`config.mk`:
```
export PLATFORM = sky130hd
export DESIGN_NAME = pexp_i2c_slave
export DESIGN_NICKNAME = d
export VERILOG_FILES = /design/src/rtl/pexp_pkg.sv /design/src/rtl/pexp_line_sync.sv /design/src/rtl/pexp_bus_cond.sv /design/src/rtl/pexp_i2c_slave.sv
export SDC_FILE = /design/constraint.sdc
export NUM_CORES = 1
export LEC_CHECK = 0
export ABC_AREA = 1
export CAP_MARGIN = 20
export CORE_ASPECT_RATIO = 0.6
export CORE_MARGIN = 3
export CORE_UTILIZATION = 55
export CTS_BUF_LIST = sky130_fd_sc_hd__clkbuf_8
export CTS_CLUSTER_DIAMETER = 100
export DETAILED_ROUTE_END_ITERATION = 6
export PLACE_DENSITY = 0.77
export SLEW_MARGIN = 20
export SYNTH_ARGS = -nofsm -noshare
export SYNTH_HDL_FRONTEND = slang
export SYNTH_SLANG_ARGS = --single-unit
```
`constraint.sdc`:
```
create_clock -name clk -period 2 [get_ports clk]
set_input_delay 0.2 -clock clk [delete_from_list [all_inputs] [get_ports clk]]
set_output_delay 0.2 -clock clk [all_outputs]
set_load 0.02 [all_outputs]
```
`src/rtl/pexp_pkg.sv`:
```
package pexp_pkg;
  localparam int BYTE_W = 8;
  localparam int ADDR_W = 7;
  localparam int CNT_W  = $clog2(BYTE_W + 1);

  typedef enum logic [2:0] {
    ST_IDLE,
    ST_ADDR,
    ST_ADDR_ACK,
    ST_WR,
    ST_WR_ACK,
    ST_RD,
    ST_RD_ACK,
    ST_WAIT
  } pexp_state_e;
endpackage

```
`src/rtl/pexp_line_sync.sv`:
```
module pexp_line_sync #(
  parameter int   STAGES = 2,
  parameter logic INIT   = 1'b1
) (
  input  logic clk,
  input  logic arst_n,
  input  logic d_i,
  output logic q_o
);
  logic [STAGES-1:0] chain;

  always_ff @(posedge clk or negedge arst_n) begin
    if (!arst_n) chain <= {STAGES{INIT}};
    else         chain <= {chain[STAGES-2:0], d_i};
  end

  assign q_o = chain[STAGES-1];
endmodule

```
`src/rtl/pexp_bus_cond.sv`:
```
module pexp_bus_cond #(
  parameter int SYNC_STAGES = 2
) (
  input  logic clk,
  input  logic arst_n,
  input  logic scl_i,
  input  logic sda_i,
  output logic scl_s,
  output logic sda_s,
  output logic scl_rise,
  output logic scl_fall,
  output logic start_p,
  output logic stop_p
);
  localparam int LINES = 2;

  logic [LINES-1:0] raw, synced;
  logic             scl_q, sda_q;

  assign raw = {sda_i, scl_i};

  for (genvar g = 0; g < LINES; g++) begin : g_sync
    pexp_line_sync #(.STAGES(SYNC_STAGES), .INIT(1'b1)) u_sync (
      .clk    (clk),
      .arst_n (arst_n),
      .d_i    (raw[g]),
      .q_o    (synced[g])
    );
  end

  assign scl_s = synced[0];
  assign sda_s = synced[1];

  always_ff @(posedge clk or negedge arst_n) begin
    if (!arst_n) begin
      scl_q <= 1'b1;
      sda_q <= 1'b1;
    end else begin
      scl_q <= scl_s;
      sda_q <= sda_s;
    end
  end

  assign scl_rise = scl_s & ~scl_q;
  assign scl_fall = ~scl_s & scl_q;
  assign start_p  = scl_s & scl_q & sda_q & ~sda_s;
  assign stop_p   = scl_s & scl_q & ~sda_q & sda_s;
endmodule

```
`src/rtl/pexp_i2c_slave.sv`:
```
module pexp_i2c_slave
  import pexp_pkg::*;
#(
  parameter int          SYNC_STAGES = 2,
  parameter logic [7:0]  OUT_INIT    = 8'hF0
) (
  input  logic              clk,
  input  logic              arst_n,
  input  logic              abort_n,
  input  logic [ADDR_W-1:0] dev_addr_i,
  input  logic              scl_i,
  input  logic              sda_i,
  output logic              sda_pd_o,
  input  logic [BYTE_W-1:0] port_lvl_i,
  input  logic [BYTE_W-1:0] flags_i,
  output logic              snap_o,
  output logic [BYTE_W-1:0] port_out_o,
  output logic              port_wr_o
);
  logic scl_s, sda_s, scl_rise, scl_fall, start_p, stop_p;

  pexp_bus_cond #(.SYNC_STAGES(SYNC_STAGES)) u_cond (
    .clk      (clk),
    .arst_n   (arst_n),
    .scl_i    (scl_i),
    .sda_i    (sda_i),
    .scl_s    (scl_s),
    .sda_s    (sda_s),
    .scl_rise (scl_rise),
    .scl_fall (scl_fall),
    .start_p  (start_p),
    .stop_p   (stop_p)
  );

  pexp_state_e       state;
  logic [CNT_W-1:0]  bit_cnt;
  logic [BYTE_W-1:0] rx_sh, tx_sh, port_hold, flag_hold, out_q;
  logic              rd_dir, flag_next, pd_q, snap_q, wr_q;
  logic              addr_hit;
  logic [BYTE_W-1:0] next_tx;

  localparam logic [CNT_W-1:0] LAST = CNT_W'(BYTE_W);

  assign addr_hit = (rx_sh[BYTE_W-1:1] == dev_addr_i);
  assign next_tx  = flag_next ? flag_hold : port_hold;

  always_ff @(posedge clk or negedge arst_n) begin
    if (!arst_n) begin
      state     <= ST_IDLE;
      bit_cnt   <= '0;
      rx_sh     <= '0;
      tx_sh     <= '0;
      port_hold <= '0;
      flag_hold <= '0;
      out_q     <= OUT_INIT;
      rd_dir    <= 1'b0;
      flag_next <= 1'b0;
      pd_q      <= 1'b0;
      snap_q    <= 1'b0;
      wr_q      <= 1'b0;
    end else begin
      snap_q <= 1'b0;
      wr_q   <= 1'b0;
      if (!abort_n) begin
        state   <= ST_IDLE;
        pd_q    <= 1'b0;
        bit_cnt <= '0;
      end else if (start_p) begin
        state   <= ST_ADDR;
        pd_q    <= 1'b0;
        bit_cnt <= '0;
      end else if (stop_p) begin
        state   <= ST_IDLE;
        pd_q    <= 1'b0;
        bit_cnt <= '0;
      end else begin
        unique case (state)
          ST_IDLE, ST_WAIT: ;
          ST_ADDR: begin
            if (scl_rise) begin
              rx_sh   <= {rx_sh[BYTE_W-2:0], sda_s};
              bit_cnt <= bit_cnt + 1'b1;
            end else if (scl_fall && bit_cnt == LAST) begin
              if (addr_hit) begin
                pd_q   <= 1'b1;
                rd_dir <= rx_sh[0];
                state  <= ST_ADDR_ACK;
              end else begin
                state <= ST_WAIT;
              end
            end
          end
          ST_ADDR_ACK: begin
            if (scl_rise) begin
              snap_q    <= 1'b1;
              port_hold <= port_lvl_i;
              flag_hold <= flags_i;
            end else if (scl_fall) begin
              bit_cnt <= '0;
              if (rd_dir) begin
                state     <= ST_RD;
                tx_sh     <= port_hold;
                pd_q      <= ~port_hold[BYTE_W-1];
                flag_next <= 1'b1;
              end else begin
                state <= ST_WR;
                pd_q  <= 1'b0;
              end
            end
          end
          ST_WR: begin
            if (scl_rise) begin
              rx_sh   <= {rx_sh[BYTE_W-2:0], sda_s};
              bit_cnt <= bit_cnt + 1'b1;
            end else if (scl_fall && bit_cnt == LAST) begin
              pd_q  <= 1'b1;
              state <= ST_WR_ACK;
            end
          end
          ST_WR_ACK: begin
            if (scl_rise) begin
              out_q <= rx_sh;
              wr_q  <= 1'b1;
            end else if (scl_fall) begin
              pd_q    <= 1'b0;
              bit_cnt <= '0;
              state   <= ST_WR;
            end
          end
          ST_RD: begin
            if (scl_rise) begin
              bit_cnt <= bit_cnt + 1'b1;
            end else if (scl_fall) begin
              if (bit_cnt == LAST) begin
                pd_q  <= 1'b0;
                state <= ST_RD_ACK;
              end else begin
                tx_sh <= {tx_sh[BYTE_W-2:0], 1'b0};
                pd_q  <= ~tx_sh[BYTE_W-2];
              end
            end
          end
          ST_RD_ACK: begin
            if (scl_rise) begin
              if (sda_s) begin
                state <= ST_WAIT;
              end else if (!flag_next) begin
                snap_q    <= 1'b1;
                port_hold <= port_lvl_i;
                flag_hold <= flags_i;
              end
            end else if (scl_fall) begin
              bit_cnt   <= '0;
              state     <= ST_RD;
              tx_sh     <= next_tx;
              pd_q      <= ~next_tx[BYTE_W-1];
              flag_next <= ~flag_next;
            end
          end
          default: state <= ST_IDLE;
        endcase
      end
    end
  end

  assign sda_pd_o   = pd_q;
  assign snap_o     = snap_q;
  assign port_out_o = out_q;
  assign port_wr_o  = wr_q;
endmodule

```
* Word level (Yosys, flattened, before mapping)
Cells that the tools add are included.
Operators by class: add/sub/neg operators 1, equal/unequal tests 41, mux-type cells 84, bitwise gates (word level) 18, reductions and logical operators 15
Operator list (number):
- 2-to-1 mux 8 bit | 9
- inequality test 5 bit, second input constant | 14
- 2-to-1 mux 3 bit | 19
- 2-to-1 mux 7 bit | 8
- 2-to-1 mux 1 bit | 34
- case mux 8 bit (2 select lines) | 2
- AND reduction 14 bit | 2
- 2-to-1 mux 4 bit | 6
- inequality test 2 bit, second input constant | 12
- case mux 7 bit (3 select lines) | 1
- case mux 3 bit (6 select lines) | 1
- AND reduction 12 bit | 1
- NOT 1 bit | 11
- inequality test 5 x 2 -> 1 bit, second input constant | 2
- inequality test 5 x 3 -> 1 bit, second input constant | 2
- AND reduction 5 bit | 2
- == test 3 bit, second input constant | 3
- inequality test 9 x 1 -> 1 bit, second input constant | 1
- AND reduction 9 bit | 1
- case mux 4 bit (2 select lines) | 1
- AND reduction 8 bit | 1
- AND 1 bit | 7
- == test 7 bit | 1
- AND reduction 7 bit | 1
- 14 further kinds | 17
Word-level totals: flip-flop bits (word level) 57, input port bits 28

* Longest topological paths before layout
depth in word-level cells 9, gate-level depth with buffers 12

* Hierarchy
Synthesis repeated with hierarchy kept, for this count alone.
Unflattened totals: cell total of the unflattened synthesis 367, area, all modules 3001.6 um^2
Modules (own cells, without submodules):
- pexp_i2c_slave | instances 1, cells an instance 350, area each 2802.7 um^2, sequential area each 1281.2 um^2
- pexp_line_sync | instances 2, cells an instance 2, area each 52.6 um^2, sequential area each 52.6 um^2
- pexp_bus_cond | instances 1, cells an instance 13, area each 93.8 um^2, sequential area each 52.6 um^2

* Worst setup path before layout
OpenSTA, ideal clock, no wires.
path kind reg2reg, start register u_cond.g_sync[1].u_sync.chain[1], end register bit_cnt[2], library setup time 0.121 ns, arrival 1.380 ns, data required time 1.879 ns, slack 0.499 ns, cell stages (with the launch flop) 12, buffers on the path 0, cell sequence dfstp_2 -> inv_1 -> nor2_1 -> nand2_2 -> nand2_1 -> nor2_2 -> nand2_1 -> inv_1 -> nor2_1 -> nand2_2 -> nand2_1 -> o21ai_1
Between the ends: longest elaborated chain between the ends 4, elaborated cells on any way between the ends 11
Ends and longest elaborated chain:
- from (decl) | line pexp_line_sync.sv:10 | logic [STAGES-1:0] chain;
- from (signal assigned) | line pexp_line_sync.sv:13 | if (!arst_n) chain <= {STAGES{INIT}};
- from (signal assigned) | line pexp_line_sync.sv:14 | else chain <= {chain[STAGES-2:0], d_i};
- NOT 1 bit / AND 1 bit (equally long branches) | line pexp_bus_cond.sv:46, pexp_bus_cond.sv:47
- AND 1 bit / 2-to-1 mux 4 bit (equally long branches) | line pexp_bus_cond.sv:46, pexp_i2c_slave.sv:72
- inequality test 5 x 2 -> 1 bit (no line), or another cell as far along
- AND reduction 4 bit (no line) / 2-to-1 mux 4 bit (equally long branches)
- to (signal assigned) | line pexp_i2c_slave.sv:82 | bit_cnt <= bit_cnt + 1'b1;
- to (signal assigned) | line pexp_i2c_slave.sv:114 | bit_cnt <= bit_cnt + 1'b1;
- to (signal assigned) | line pexp_i2c_slave.sv:132 | bit_cnt <= bit_cnt + 1'b1;
- to (decl) | line pexp_i2c_slave.sv:36 | logic [CNT_W-1:0] bit_cnt;
Several ways; a longest one is shown, not always the timed one. A chain may end at the register's enable or synchronous reset.

* Worst setup path after layout
start register bit_cnt[0], end register state[1]
Between the ends: longest elaborated chain between the ends 4, elaborated cells on any way between the ends 6
Ends and longest elaborated chain:
- == test 4 bit (*) | line pexp_i2c_slave.sv:83, pexp_i2c_slave.sv:115, pexp_i2c_slave.sv:134
- logical AND 1 bit | line pexp_i2c_slave.sv:83, pexp_i2c_slave.sv:115
- inequality test 5 bit (no line)
- AND reduction 14 bit (no line) (*)
- to (signal assigned) | line pexp_i2c_slave.sv:87 | state <= ST_ADDR_ACK;
- to (signal assigned) | line pexp_i2c_slave.sv:117 | state <= ST_WR_ACK;
- to (signal assigned) | line pexp_i2c_slave.sv:136 | state <= ST_RD_ACK;
- to (decl) | line pexp_i2c_slave.sv:35 | pexp_state_e state;
Mark *: on every way between the ends. The rest lies on a longest branch, timed or not.

==> impl_metrics.ini <==
[placement]
gp_congestion = 1.01
place.port_buffers = 38
dp_hpwl_mm = 5.06

[synth]
synth.area.top_cells = dfrtp_1 (40%), nand2_1 (18%), dfstp_2 (9.0%), inv_1 (5.2%), o21ai_0 (5.0%)
synth.avg_cell_area_um2 = 7.68
yosysMostFrequentCell = nand2_1
synth_top_area_share_pct = 40.4
synth_common_cells = nand2_1 (138), dfrtp_1 (47), inv_1 (40), o21ai_0 (29), nor2_1 (28)
syn_area_mm2 = 0.00291
yosysSeqAreaShare_pct = 49.4
yosysWarnings = 0
synth_top_area_cell = dfrtp_1
synthArstFlopShare_pct = 100
synth.distinct_cells = 30
synth_flop_cell = dfrtp_1
synth_nets = 409
synth_edf_count = 0
syn_inst = 379
ys_seq_elements = 57

[routing]
avgViaCountPerCell = 5.23
wirelength_mm = 6.87
dr.pass1.iters = 6
drc = 0
wl_per_cell_um = 14.0
ant_nets = 0
first_iter_violations = 246
vias = 2564

[timing]
finalSetupViolCount = 0
setup_tns_ns = 0
fin_skew_ns = 0.0124
rsz0062_at_grt = false
period_needed_ns = 1.85
period_share_pct = 92.7
max-slew-margin-rel_pct = 53.4
hold_viol = 17
holdWs_ns = -0.0266
fmaxAchievable_mhz = 540
worst_slew_pin_slew_ns = 0.699
drv_slew = 0

[status]
status = finished, violations left
violations = hold timing

[critical_path]
cp-start-kind = flip-flop
crit_type = reg -> reg
critical-path-top-delay-family = simple AND/OR/NAND/NOR gates
path_cells = inv_1 > ha_1 > nand2_1 > nor2_1 > nand2_1 > nand3_1 > nor2_1 > nor2_1 > nand2_2 > nand2_1 > o21ai_1
slowest_stage = dfrtp_1
crit_arrival_ns = 2.06
crit_path_max_fanout = 6
critPathRequiredTime_ns = 2.21
slowest_delay_ns = 0.41
endpoint_kind = flip-flop
cp.buffers_inverters = 1

[global_routing]
grt_pass1_vias = 2293
grt_max_degree = 58
grt_pass1_wl_mm = 11.5
grt-ovfl-total = 0
antenna_found_initial = 0
grt_usage_pct = 23.7

[final_layout]
areaGrowthSynthToFinish_pct = 22.8
drive_above_1_share_pct = 11.5
nets = 452
nFillCells = 398
diodes = 0

[clock_tree]
cts_inserted_buffers = 9
htreeDepth = 3
cts_setup_buffers = 0
clockBufferDepth = 2
cts_resized = 0
clock-sinks = 57
hold_buffers = 0
clk_latency_ns = 0.34
clk_pin_slew_ns = 0.06
cts_tree = built
clock-root-buffer = clkbuf_8

[pwr]
power_density_mw_per_mm2 = 1400
power.leakage_nw = 1.80
ir_worst_vdd_uv = 871

[flow_run]
max_cap_viol_count = 0

[worst_hold_path]
hold_class = in -> async

[die]
fp.dieW_um = 99.9
die_area_mm2 = 0.00623
rows = 19
core_area_mm2 = 0.00483
initial_utilization_pct = 60.3
die_y_um = 62.3
io_pins = 39
kinds of logic after synthesis:
| group | count (synthesis) | share of synthesized area [%] |
|---|---|---|
| flip-flops | 57 | 49.4 |
| AO/OA/AOI/OAI | 53 | 9.76 |
| XOR/XNOR | 6 | 1.81 |
| AND/OR/NAND/NOR | 206 | 29.8 |
| adder cells (fa/ha/maj) | 2 | 0.860 |
| buffers and inverters | 55 | 8.38 |
final timing paths:
path | slack, ns | to | from | cells after the start
max | 0.15 | state[1] | bit_cnt[0] | 11
min | -0.03 | bit_cnt[3] | arst_n | 2
max reg2reg | 0.15 | state[1] | bit_cnt[0] | 11
min reg2reg | 0.36 | u_cond.g_sync[0].u_sync.chain[1] | u_cond.g_sync[0].u_sync.chain[0] | 0
max in group asynchronous | 1.54 | tx_sh[4] | arst_n | 2
min in group clk | 0.27 | u_cond.g_sync[0].u_sync.chain[0] | scl_i | 1
registers in the layout, indices dropped and copies added (netlist names):
signal and cells:
port_hold 8, rx_sh 8, u_cond.scl_q 1, snap_o 1
tx_sh 7, u_cond.sda_q 1, port_wr_o 1, flag_next 1
port_out_o 8, state 3, rd_dir 1, u_cond.g_sync.u_sync.chain 4
bit_cnt 4, sda_pd_o 1, flag_hold 8
where the power goes:
| part | internal [mW] | switching (mW) | total (mW) |
|---|---|---|---|
| Clock | 0.893 | 0.459 | 1.35 |
| Sequential | 1.62 | 0.380 | 2.00 |
| Combinational | 0.647 | 0.991 | 1.64 |
per-layer routing:
layer	GRT usage (%)	wire length (um)
met5	0	0
met4	6.64	104
met3	7.49	679
met1	40.2	3600
met2	27.3	2480
cell type report:
| class | instances | area (um^2) | area share (%) |
|---|---|---|---|
| sequential | 57 | 1440 | 40.3 |
| timing repair buffer | 41 | 398 | 11.1 |
| clock buffer | 11 | 151 | 4.24 |
| clock inverter | 5 | 103 | 2.87 |
| inverter | 46 | 178 | 4.97 |
| tap | 63 | 78.8 | 2.21 |
| multi-input combinational | 267 | 1230 | 34.3 |
stage by stage:
stage / util [%] / std cells / instance area (um^2) / setup slack, ns / total power, mW
global route: 74.1 / 490 / 3570 / 0.00679 / 5.33
finish: 74.1 / 490 / 3570 / 0.147 / 4.99
CTS: 74.1 / 490 / 3570 / 0.182 / 4.99
floorplan: - / 379 / 2910 / 0.499 / 3.06
global placement: 68.8 / 474 / 3320 / 0.221 / 3.57
detailed placement: 68.8 / 474 / 3320 / 0.209 / 3.61
layout by cell type, fill, tap and decap left out, types with 3 or more instances in the layout:
cell and n:
a21oi_1 6, buf_4 3, bufinv_16 3, clkbuf_8 11, clkdlybuf4s50_1 37, dfrtp_1 47
dfstp_2 10, inv_1 41, inv_2 4, nand2_1 138, nand2_2 5, nand3_1 23
nand4_1 3, nor2_1 28, o21ai_0 29, o21ai_1 12, xnor2_1 4
Note: power is estimated with default switching activity, not from simulation.
